==> src/rtl/uart_tx_pkg.sv <==
package uart_tx_pkg;
  typedef enum logic [2:0] {
    ST_IDLE, ST_START, ST_DATA, ST_PARITY, ST_STOP, ST_ACK
  } tx_state_e;

  typedef enum logic [2:0] {
    LINE_MARK, LINE_START, LINE_DATA, LINE_PARITY, LINE_STOP
  } line_sel_e;
endpackage

==> src/rtl/baud_timer.sv <==
module baud_timer #(
  parameter int CYCLES = 5208
) (
  input  logic clk,
  input  logic rst,
  input  logic clr,
  output logic done
);
  localparam int CW = (CYCLES > 1) ? $clog2(CYCLES) : 1;
  localparam logic [CW-1:0] LAST = CW'(CYCLES - 1);

  logic [CW-1:0] cnt;

  assign done = (cnt == LAST);

  always_ff @(posedge clk) begin
    if (rst || clr) cnt <= '0;
    else if (done)  cnt <= '0;
    else            cnt <= cnt + 1'b1;
  end

  assert_wrap_R10: assert property (@(posedge clk) disable iff (rst)
    done |=> (cnt == '0));
  assert_range_R10: assert property (@(posedge clk) disable iff (rst)
    cnt <= LAST);
endmodule

==> src/rtl/bit_counter.sv <==
module bit_counter #(
  parameter int COUNT = 8,
  localparam int IW = (COUNT > 1) ? $clog2(COUNT) : 1
) (
  input  logic          clk,
  input  logic          rst,
  input  logic          clr,
  input  logic          inc,
  output logic [IW-1:0] idx,
  output logic          last
);
  assign last = (idx == IW'(COUNT - 1));

  always_ff @(posedge clk) begin
    if (rst || clr) idx <= '0;
    else if (inc)   idx <= idx + 1'b1;
  end

  assert_idx_range_R11: assert property (@(posedge clk) disable iff (rst)
    idx <= IW'(COUNT - 1));
  assert_no_wrap_R11: assert property (@(posedge clk) disable iff (rst)
    (inc && !clr) |-> !last);
endmodule

==> src/rtl/tx_ctrl.sv <==
module tx_ctrl
  import uart_tx_pkg::*;
(
  input  logic      clk,
  input  logic      rst,
  input  logic      send,
  input  logic      timer_done,
  input  logic      bit_last,
  output logic      timer_clr,
  output logic      bit_clr,
  output logic      bit_inc,
  output logic      load,
  output logic      ack,
  output line_sel_e line_sel
);
  tx_state_e state, state_nx;

  always_ff @(posedge clk) begin
    if (rst) state <= ST_IDLE;
    else     state <= state_nx;
  end

  always_comb begin
    state_nx  = state;
    timer_clr = 1'b0;
    bit_clr   = 1'b0;
    bit_inc   = 1'b0;
    load      = 1'b0;
    ack       = 1'b0;
    line_sel  = LINE_MARK;
    unique case (state)
      ST_IDLE: begin
        timer_clr = 1'b1;
        bit_clr   = 1'b1;
        if (send) begin
          load     = 1'b1;
          state_nx = ST_START;
        end
      end
      ST_START: begin
        line_sel = LINE_START;
        if (timer_done) state_nx = ST_DATA;
      end
      ST_DATA: begin
        line_sel = LINE_DATA;
        if (timer_done) begin
          if (bit_last) state_nx = ST_PARITY;
          else          bit_inc  = 1'b1;
        end
      end
      ST_PARITY: begin
        line_sel = LINE_PARITY;
        if (timer_done) state_nx = ST_STOP;
      end
      ST_STOP: begin
        line_sel = LINE_STOP;
        if (timer_done) state_nx = ST_ACK;
      end
      ST_ACK: begin
        timer_clr = 1'b1;
        ack       = 1'b1;
        if (!send) state_nx = ST_IDLE;
      end
      default: state_nx = ST_IDLE;
    endcase
  end

  assert_ack_hold_R7: assert property (@(posedge clk) disable iff (rst)
    (state == ST_ACK && send) |=> (state == ST_ACK));
  assert_ack_release_R8: assert property (@(posedge clk) disable iff (rst)
    (state == ST_ACK && !send) |=> (state == ST_IDLE));
endmodule

==> src/rtl/tx_datapath.sv <==
module tx_datapath
  import uart_tx_pkg::*;
#(
  parameter int DATA_W = 8,
  parameter int IW = 3
) (
  input  logic              clk,
  input  logic              rst,
  input  logic              load,
  input  logic [DATA_W-1:0] din,
  input  line_sel_e         line_sel,
  input  logic [IW-1:0]     bit_idx,
  input  logic              ack_in,
  output logic              sout,
  output logic              sent
);
  logic [DATA_W-1:0] data_q;
  logic              parity;

  assign parity = ~^data_q;

  always_ff @(posedge clk) begin
    if (rst)       data_q <= '0;
    else if (load) data_q <= din;
  end

  always_ff @(posedge clk) begin
    if (rst) begin
      sout <= 1'b1;
      sent <= 1'b0;
    end else begin
      sent <= ack_in;
      unique case (line_sel)
        LINE_START:  sout <= 1'b0;
        LINE_DATA:   sout <= data_q[bit_idx];
        LINE_PARITY: sout <= parity;
        default:     sout <= 1'b1;
      endcase
    end
  end

  assert_mark_high_R2: assert property (@(posedge clk) disable iff (rst)
    (line_sel == LINE_MARK) |=> sout);
  assert_ack_line_high_R7: assert property (@(posedge clk) disable iff (rst)
    sent |-> sout);
  assert_data_stable_R9: assert property (@(posedge clk) disable iff (rst)
    (line_sel != LINE_MARK) |=> $stable(data_q));
endmodule

==> src/rtl/uart_tx_hs.sv <==
module uart_tx_hs
  import uart_tx_pkg::*;
#(
  parameter int CLK_FREQ_HZ = 100_000_000,
  parameter int BAUD_RATE   = 19_200,
  parameter int DATA_W      = 8
) (
  input  logic              clk,
  input  logic              rst,
  input  logic              send_req,
  input  logic [DATA_W-1:0] tx_data,
  output logic              send_ack,
  output logic              ser_out
);
  localparam int CYCLES_PER_BIT = CLK_FREQ_HZ / BAUD_RATE;
  localparam int IW = (DATA_W > 1) ? $clog2(DATA_W) : 1;

  logic          timer_clr, timer_done;
  logic          bit_clr, bit_inc, bit_last;
  logic          load, ack;
  logic [IW-1:0] bit_idx;
  line_sel_e     line_sel;

  baud_timer #(.CYCLES(CYCLES_PER_BIT)) u_timer (
    .clk(clk), .rst(rst), .clr(timer_clr), .done(timer_done)
  );

  bit_counter #(.COUNT(DATA_W)) u_bits (
    .clk(clk), .rst(rst), .clr(bit_clr), .inc(bit_inc),
    .idx(bit_idx), .last(bit_last)
  );

  tx_ctrl u_ctrl (
    .clk(clk), .rst(rst), .send(send_req), .timer_done(timer_done),
    .bit_last(bit_last), .timer_clr(timer_clr), .bit_clr(bit_clr),
    .bit_inc(bit_inc), .load(load), .ack(ack), .line_sel(line_sel)
  );

  tx_datapath #(.DATA_W(DATA_W), .IW(IW)) u_dp (
    .clk(clk), .rst(rst), .load(load), .din(tx_data),
    .line_sel(line_sel), .bit_idx(bit_idx), .ack_in(ack),
    .sout(ser_out), .sent(send_ack)
  );

  assert_reset_R1: assert property (@(posedge clk)
    rst |=> (ser_out && !send_ack));
endmodule

==> config.mk <==
export PLATFORM = sky130hd
export DESIGN_NAME = uart_tx_hs
export DESIGN_NICKNAME = d
export VERILOG_FILES = /design/src/rtl/uart_tx_pkg.sv /design/src/rtl/baud_timer.sv /design/src/rtl/bit_counter.sv /design/src/rtl/tx_ctrl.sv /design/src/rtl/tx_datapath.sv /design/src/rtl/uart_tx_hs.sv
export SDC_FILE = /design/constraint.sdc
export NUM_CORES = 1
export LEC_CHECK = 0
export ABC_AREA = 1
export CAP_MARGIN = 20
export CORE_UTILIZATION = 56
export CTS_BUF_LIST = sky130_fd_sc_hd__clkbuf_8
export DETAILED_ROUTE_END_ITERATION = 8
export GPL_TIMING_DRIVEN = 0
export PLACE_DENSITY = 0.88
export SLEW_MARGIN = 0
export SYNTH_ARGS = -nofsm -noshare
export SYNTH_HDL_FRONTEND = slang
export SYNTH_SLANG_ARGS = --single-unit
==> constraint.sdc <==
create_clock -name clk -period 1.9 [get_ports clk]
set_input_delay 0.19 -clock clk [delete_from_list [all_inputs] [get_ports clk]]
set_output_delay 0.19 -clock clk [all_outputs]
set_load 0.005 [all_outputs]
Yosys cells after proc, flatten, opt, wreduce, memory -nomap -nowiden --
Index checks and enable logic that the tools add are counted.
Word-level totals: bits in registers 29, output and inout bits 2, logic and storage cells 53
Operators by class: $add $sub $neg 2, order comparisons 1, equal/unequal tests 17, multiplexer cells 20, reductions and logical operators 7
Operators with widths (count):
- $mux W3 | 7
- $pmux W3 S6 | 1
- $ne A2 B2 Y1 const B | 7
- $add A13 B1 Y13 const B | 1
- $eq A13 B13 Y1 const B | 1
- $eq A3 B2 Y1 const B | 4
- $pmux W3 S4 | 1
- $eq A3 B3 Y1 const B | 3
- $mux W1 | 9
- $reduce_xnor A8 Y1 | 1
- $reduce_and A7 Y1 | 1
- $eq A3 B1 Y1 const B | 2
- $lt A3 B4 Y1 const B | 1
- $reduce_or A2 Y1 | 2
- $add A3 B1 Y3 const B | 1
- $bmux W1 S3 | 1
- $logic_not A3 Y1 | 1
- $pmux W1 S3 | 1
- $logic_or A1 B1 Y1 | 2

Logic depth before layout (Yosys ltp) --
Gate-level depths: netlist of run 1.
depth after elaboration 5, depth in mapped cells 10, gate-level depth less buffers 10

By module --
From an unflattened synthesis of run 1, not the netlist that was laid out.
Unflattened totals: cell total of the unflattened synthesis 262, area, all modules 1730.4 µm²
By module, submodules not included:
- baud_timer | times used 1, cells each 95, area an instance 658.1 µm², sequential area each 260.2 µm²
- tx_datapath | times used 1, cells each 92, area an instance 596.8 µm², sequential area each 200.2 µm²
- tx_ctrl | times used 1, cells each 52, area an instance 320.3 µm², sequential area each 60.1 µm²
- bit_counter | times used 1, cells each 23, area an instance 155.1 µm², sequential area each 60.1 µm²

Worst setup path before layout of run 1 --
OpenSTA, ideal clock, no wires.
path type flip-flop to flip-flop, start register u_timer.cnt[0], end register u_timer.cnt[6], arrival 1.215 ns, data required time 1.786 ns, setup slack 0.570 ns, stages on the path, launching flop included 10, buffers on the path 1, clock period less this slack 1.330 ns, path through dfxtp_1 ha_1 nand2_1 inv_2 nand3_1 nor2_1 nand2_1 nand2_1 buf_6 nor2_1
Between the ends: cells in the longest elaborated chain, start to end 2
Ends and longest elaborated chain:
- start, declared | line baud_timer.sv:12 | logic [CW-1:0] cnt;
- start signal, assigned | line baud_timer.sv:19 | else cnt <= cnt + 1'b1;
- parallel branches: the longest is 2 deep, another holds $add A13 B1 Y13
Several ways; the timed one is not identified. A chain may end at the register's enable or synchronous reset.

Worst setup path after layout of run 1 --
start register u_timer.cnt[0], end register u_timer.cnt[11]
Same word-level chain as after synthesis.

==> results.sh, run 1 <==
export IMPL_cts_root_buffer="clkbuf_8"
export IMPL_synth_commonest_cells="61 x nand2_1, 30 x inv_1, 29 x dfxtp_1, 29 x nor2_1, 22 x nand3_1"
export IMPL_ant_nets=0
export IMPL_p_int_mw=1.28
export IMPL_initial_core_util_pct=59.0
export IMPL_critPathLaunchType="register"
export IMPL_worstSetupPathType="reg2reg"
export IMPL_synth_seq_area_share_pct=36.0
export IMPL_post_synth_top_count_cell="nand2_1"
export IMPL_status="completed"
export IMPL_relSlewSlack_pct=70.7
export IMPL_grt_first_pass_wirelength_um=5830
export IMPL_yosysTopAreaCell="dfxtp_1"
export IMPL_hp_class="in2reg"
export IMPL_postCtsSetupBuffers=0
export IMPL_synth_area_top_cells="dfxtp_1 36%, nand2_1 14%, inv_1 7.0%"
export IMPL_crit_path_end_kind="register"
export IMPL_ys_types=25
export IMPL_cts_buffers_inserted=5
export IMPL_port_buffers=11
export IMPL_p_sw_share_pct=38.0
export IMPL_syn_to_final_growth_pct=14.6
export IMPL_drt_wl_total_um=3290
export IMPL_tightest_slew_ns=0.436
export IMPL_worstPathArrival_ns=1.71
export IMPL_fin_setup_tns_ns=0
export IMPL_htree_levels=2
export IMPL_yosysWarnings=0
export IMPL_cts_tree="yes"
export IMPL_power_frac_seq_pct=39.3
export IMPL_dp_slack_ns=0.376
export IMPL_grt_remaining_overflow=0
export IMPL_antenna_found_initial=0
export IMPL_finalCritPeriodShare_pct=80.8
export IMPL_n_antenna_cell=0
export IMPL_synth_top_area_share_pct=36.0
export IMPL_critical_path_slowest_cell="dfxtp_1"
export IMPL_critPathBufInv=2
export IMPL_slew_violations=0
export IMPL_ctsResizeCount=0
export IMPL_cts_buffer_depth=2
export IMPL_cts_sinks=29
export IMPL_required_ns=2.08
export IMPL_dp_cells=284
export IMPL_grt_usage_pct=24.3
export IMPL_synth_area_um2=1610
export IMPL_grt_setup_unrepaired="false"
export IMPL_path_delay_family="simple AND/OR/NAND/NOR gates"
export IMPL_drive_above_1_share_pct=11.2
export IMPL_final_hold_viol_count=0
export IMPL_ioPinCount=13
export IMPL_critical_path_max_stage_delay_ns=0.36
export IMPL_async_flop_share_pct=0
export IMPL_viasPerCell=5.19
export IMPL_layoutNonFillerInstCount=291
export IMPL_finClkSkew_ns=0.00517
export IMPL_min_period_ns=1.54
export IMPL_cts_hold_buf=0
export IMPL_vias=1509
export IMPL_clkTransAtPathRegs_ns=0.06
export IMPL_syn_instance_count=242
export IMPL_p_switching_mw=0.785
export IMPL_power_density_nw_per_um2=1120
export IMPL_leakage_nw=0.762
export IMPL_synth_seq_cells=29
export IMPL_rows=19
export IMPL_fp_coreArea_um2=2730
export IMPL_critical_path_peak_fanout=10
export IMPL_drtIter0Drc=28
export IMPL_grt_max_degree=11
export IMPL_gp_congestion=0.868
export IMPL_synth_main_ff_cell="dfxtp_1"
export IMPL_clockPowerShare_pct=24.4
export IMPL_synth_nets=256
export IMPL_dieArea_um2=3100
export IMPL_fmax_mhz=651
export IMPL_drc=0
export IMPL_nFillCells=251
export IMPL_routedWlPerCell_um=11.3
export IMPL_nNetsFinal=274
export IMPL_synth_edf_count=0
export IMPL_drt_first_pass_iters=4
export IMPL_cap_violations=0
export IMPL_path_cells="ha_1, nand2_1, inv_2, nand3_1, nor2_1, nand2_1, nand2_1, buf_6, nor2_1"
export IMPL_die_x_um=55.7
export IMPL_final_setup_viol_count=0
export IMPL_ir_worst_vdd_mv=1.06
export IMPL_critPathMostFrequentCell="nand2_1"
export IMPL_die_height_um=55.7
export IMPL_grt_pass1_vias=1383
export IMPL_power_frac_comb_pct=36.3
export IMPL_syn_avg_cell_area_um2=6.66
export IMPL_fin_ws_ns=0.365
export IMPL_hpwl_um=2350
export IMPL_clk_latency_ns=0.28
==> power by group through the flow <==
| stage | Combinational (mW) | Clock [mW] | Sequential, mW |
|---|---|---|---|
| 2_1_floorplan | 0.584 | 0 | 0.801 |
| 3_3_place_gp | 0.717 | 0 | 0.814 |
| 3_5_place_dp | 0.734 | 0 | 0.822 |
| 4_1_cts | 0.747 | 0.515 | 0.812 |
| 5_1_grt | 0.854 | 0.540 | 0.824 |
| 6_report | 0.751 | 0.505 | 0.812 |
==> final timing paths <==
kind | end | cells past startpoint | from | slack [ns]
min reg2reg | u_timer.cnt[0]$_SDFF_PP0_ | 1 | u_timer.cnt[0]$_SDFF_PP0_ | 0.46
max | u_timer.cnt[11]$_SDFF_PP0_ | 9 | u_timer.cnt[0]$_SDFF_PP0_ | 0.36
max reg2reg | u_timer.cnt[11]$_SDFF_PP0_ | 9 | u_timer.cnt[0]$_SDFF_PP0_ | 0.36
min | u_dp.data_q[0]$_SDFFE_PP0P_ | 2 | rst | 0.18
==> cells by family (layout without fill, tap and decap cells) <==
kind of cell | Yosys count | in the layout | synth area share [%]
AND/OR/NAND/NOR | 134 | 134 | 36.5
adder cells (fa/ha/maj) | 3 | 3 | 2.33
flip-flops | 29 | 29 | 36.0
AO/OA/AOI/OAI | 27 | 27 | 9.62
XOR/XNOR | 10 | 10 | 5.43
buffers and inverters | 39 | 57 | 10.1
==> through the flow <==
stage          cell area, um2  util, %  total power [mW]  hold WS (ns)
5_1_grt                  1850     67.6              2.22         0.180
6_report                 1850     67.6              2.07         0.185
4_1_cts                  1850     67.6              2.07         0.173
3_5_place_dp             1760     64.4              1.56         0.456
2_1_floorplan            1610        -              1.39         0.354
3_3_place_gp             1760     64.4              1.53         0.431
==> layer usage <==
metal	up-vias	GRT usage [%]	share of wire, %
met5	-	0	0
met4	0	14.6	2.8
met3	10	5.35	3.6
met2	22	37.3	46
met1	672	31.1	47
li1	805	-	-
==> layout make-up <==
class	instances	area [um2]	share of cell area, %
inverter	35	131	7.11
timing repair buffer	11	110	5.96
tap	31	38.8	2.10
multi-input combinational	174	870	47.1
clock inverter	1	3.75	0.203
buffer	4	31.3	1.69
sequential	29	581	31.4
clock buffer	6	82.6	4.47
==> layout by cell type (no fill, tap or decap) <==
master,instances
nand3_1,22
o21ai_1,5
nor3_2,1
o21ai_0,6
nor3_1,7
inv_2,4
nand2_2,3
xor2_1,7
o211ai_1,2
nor2_1,29
nor2_4,1
buf_2,1
a21oi_1,10
xnor2_1,3
inv_1,31
nor2_2,6
buf_6,2
ha_1,3
nand2_1,61
nand4_1,3
clkdlybuf4s50_1,11
a21oi_2,4
dfxtp_1,29
clkbuf_8,6
clkbuf_1,1
nand3_2,1
clkinv_1,1
==> registers in the layout, indices dropped and copies added (netlist names) <==
name and cells:
u_timer.cnt 13, u_dp.data_q 8, u_bits.idx 3, u_ctrl.state 3, u_dp.sent 1, u_dp.sout 1
Note: power is estimated with default switching activity, not from simulation.
==> run 2, diff against run 1 <==
--- a/config.mk
+++ b/config.mk
@@ -7,11 +7,11 @@
 export LEC_CHECK = 0
 export ABC_AREA = 1
 export CAP_MARGIN = 20
-export CORE_UTILIZATION = 56
+export CORE_UTILIZATION = 54
 export CTS_BUF_LIST = sky130_fd_sc_hd__clkbuf_8
 export DETAILED_ROUTE_END_ITERATION = 8
 export GPL_TIMING_DRIVEN = 0
-export PLACE_DENSITY = 0.88
+export PLACE_DENSITY = 0.89
 export SLEW_MARGIN = 0
 export SYNTH_ARGS = -nofsm -noshare
 export SYNTH_HDL_FRONTEND = slang
==> constraint.sdc (replaced) <==
create_clock -name clk -period 1.4 [get_ports clk]
set_input_delay 0.14 -clock clk [delete_from_list [all_inputs] [get_ports clk]]
set_output_delay 0.14 -clock clk [all_outputs]
set_load 0.005 [all_outputs]
==> results.sh, run 2 (synthesized netlist as in run 1, its figures left out) <==
export IMPL_status="completed"
export IMPL_cap_violations=0
export IMPL_fp_coreArea_um2=2780
export IMPL_leakage_nw=0.816
export IMPL_final_setup_viol_count=0
export IMPL_nNetsFinal=278
export IMPL_final_cell_mix="56 x nand2_1, 30 x inv_1, 27 x nor2_1"
export IMPL_hpwl_um=2250
export IMPL_gp_congestion=0.904
export IMPL_p_int_mw=1.75
export IMPL_cts_buffers_inserted=5
export IMPL_port_buffers=11
export IMPL_final_hold_viol_count=0
export IMPL_required_ns=1.58
export IMPL_grt_usage_pct=21.5
export IMPL_ant_nets=0
export IMPL_drc=0
export IMPL_ir_worst_vdd_mv=1.66
export IMPL_routed_top_layer="met4"
export IMPL_antenna_found_initial=0
export IMPL_grt_remaining_overflow=0
export IMPL_syn_to_final_growth_pct=20.6
export IMPL_drt_wl_total_um=3270
export IMPL_slew_violations=0
export IMPL_p_sw_share_pct=38.2
export IMPL_drtIter0Drc=51
export IMPL_drt_first_pass_iters=4
export IMPL_cts_sinks=29
export IMPL_dr_wl_met3_um=153
export IMPL_cts_root_buffer="clkbuf_8"
export IMPL_p_switching_mw=1.08
export IMPL_critical_path_slowest_cell="dfxtp_2"
export IMPL_dp_slack_ns=-0.0967
export IMPL_tightest_slew_ns=0.393
export IMPL_vias=1514
export IMPL_cts_hold_buf=0
export IMPL_relSlewSlack_pct=73.6
export IMPL_top_regs="u_timer.cnt x13, u_dp.data_q x8"
export IMPL_grt_first_pass_wirelength_um=5380
export IMPL_cts_tree="yes"
export IMPL_largest_register="u_timer.cnt"
export IMPL_path_cells="ha_4, nand2_4, inv_2, nand3_1, nor2_2, nand2_2, nand2_2, buf_6, nor2_1"
export IMPL_fin_ws_ns=0.0685
export IMPL_crit_path_end_kind="register"
export IMPL_htree_levels=2
export IMPL_power_frac_seq_pct=39.2
export IMPL_finClkSkew_ns=0.00405
export IMPL_critical_path_peak_fanout=5
export IMPL_grt_pass1_vias=1333
export IMPL_drive_above_1_share_pct=18.9
export IMPL_viasPerCell=5.11
export IMPL_hp_class="in2reg"
export IMPL_cts_buffer_depth=2
export IMPL_rows=19
export IMPL_power_density_nw_per_um2=1460
export IMPL_critical_path_max_stage_delay_ns=0.36
export IMPL_min_period_ns=1.33
export IMPL_path_delay_family="simple AND/OR/NAND/NOR gates"
export IMPL_initial_core_util_pct=58.0
export IMPL_fin_setup_tns_ns=0
export IMPL_power_frac_comb_pct=38.0
export IMPL_fmax_mhz=751
export IMPL_whs_ns=0.139
export IMPL_ioPinCount=13
export IMPL_dieArea_um2=3210
export IMPL_routedWlPerCell_um=11.1
export IMPL_die_height_um=56.7
export IMPL_grt_max_degree=11
export IMPL_clockPowerShare_pct=22.9
export IMPL_finalCritPeriodShare_pct=95.1
export IMPL_critPathLaunchType="register"
export IMPL_clkTransAtPathRegs_ns=0.06
export IMPL_n_antenna_cell=0
export IMPL_critPathMostFrequentCell="nand2_2"
export IMPL_clk_latency_ns=0.28
export IMPL_die_x_um=56.7
export IMPL_worstPathArrival_ns=1.51
export IMPL_critPathBufInv=2
export IMPL_wl_met2_um=1510
export IMPL_wl_met1_um=1570
export IMPL_worstSetupPathType="reg2reg"
export IMPL_largest_reg_flops=13
export IMPL_final_common_cell="nand2_1"
==> run 2: timing repair <==
item,in CTS,in global routing
cloned,1,0
gates resized for setup,4,19
endpoints found under the hold margin,0,0
setup endpoints to repair,10,25
pin swaps,2,5
buffers inserted,1,2
==> run 2: power groups by stage <==
| stage | clock [mW] | combinational [mW] | sequential, mW |
|---|---|---|---|
| after floorplan | 0 | 0.793 | 1.09 |
| after global placement | 0 | 0.970 | 1.11 |
| after detailed placement | 0 | 0.994 | 1.11 |
| after CTS | 0.668 | 1.04 | 1.09 |
| after global routing | 0.694 | 1.24 | 1.13 |
| final | 0.648 | 1.08 | 1.11 |
==> run 2: cell type report <==
| class | instances | area [um2] |
|---|---|---|
| well taps | 31 | 38.8 |
| multi-input cells | 174 | 931 |
| clock inverters | 3 | 13.8 |
| fillers | 205 | 837 |
| flip-flops and latches | 29 | 586 |
| inverters | 35 | 131 |
| clock buffers | 5 | 68.8 |
| plain buffers | 4 | 31.3 |
| repair buffers | 15 | 144 |
==> run 2: through the flow <==
step	std cells	total power, mW	area (um2)	util (%)
after floorplan	242	1.88	1610	-
after global placement	284	2.08	1760	63.3
after detailed placement	284	2.10	1760	63.3
after CTS	294	2.80	1870	67.2
after global routing	296	3.07	1940	69.9
final	296	2.84	1940	69.9
==> run 2: worst reg2reg max path, stage by stage (launching register included) <==
cell and delay (ns):
dfxtp_2 0.36, ha_4 0.15, nand2_4 0.07, inv_2 0.07, nand3_1 0.07, nor2_2 0.14, nand2_2 0.08, nand2_2 0.10
buf_6 0.14, nor2_1 0.04
==> run 2: per-layer routing <==
metal,vias up,GRT usage (%)
met5,-,0
met1,673,27.2
met2,22,32.8
met4,0,10.5
met3,5,7.14
li1,814,-
==> run 2: path summary, 6_finish.rpt <==
| check | startpoint | end | slack [ns] | cells after the start |
|---|---|---|---|---|
| worst max-delay path | u_timer.cnt[0]$_SDFF_PP0_ | u_timer.cnt[1]$_SDFF_PP0_ | 0.07 | 9 |
| worst max register to register | u_timer.cnt[0]$_SDFF_PP0_ | u_timer.cnt[1]$_SDFF_PP0_ | 0.07 | 9 |
| worst min register to register | u_timer.cnt[0]$_SDFF_PP0_ | u_timer.cnt[0]$_SDFF_PP0_ | 0.45 | 1 |
| worst min-delay path | rst | u_dp.data_q[1]$_SDFFE_PP0P_ | 0.14 | 2 |
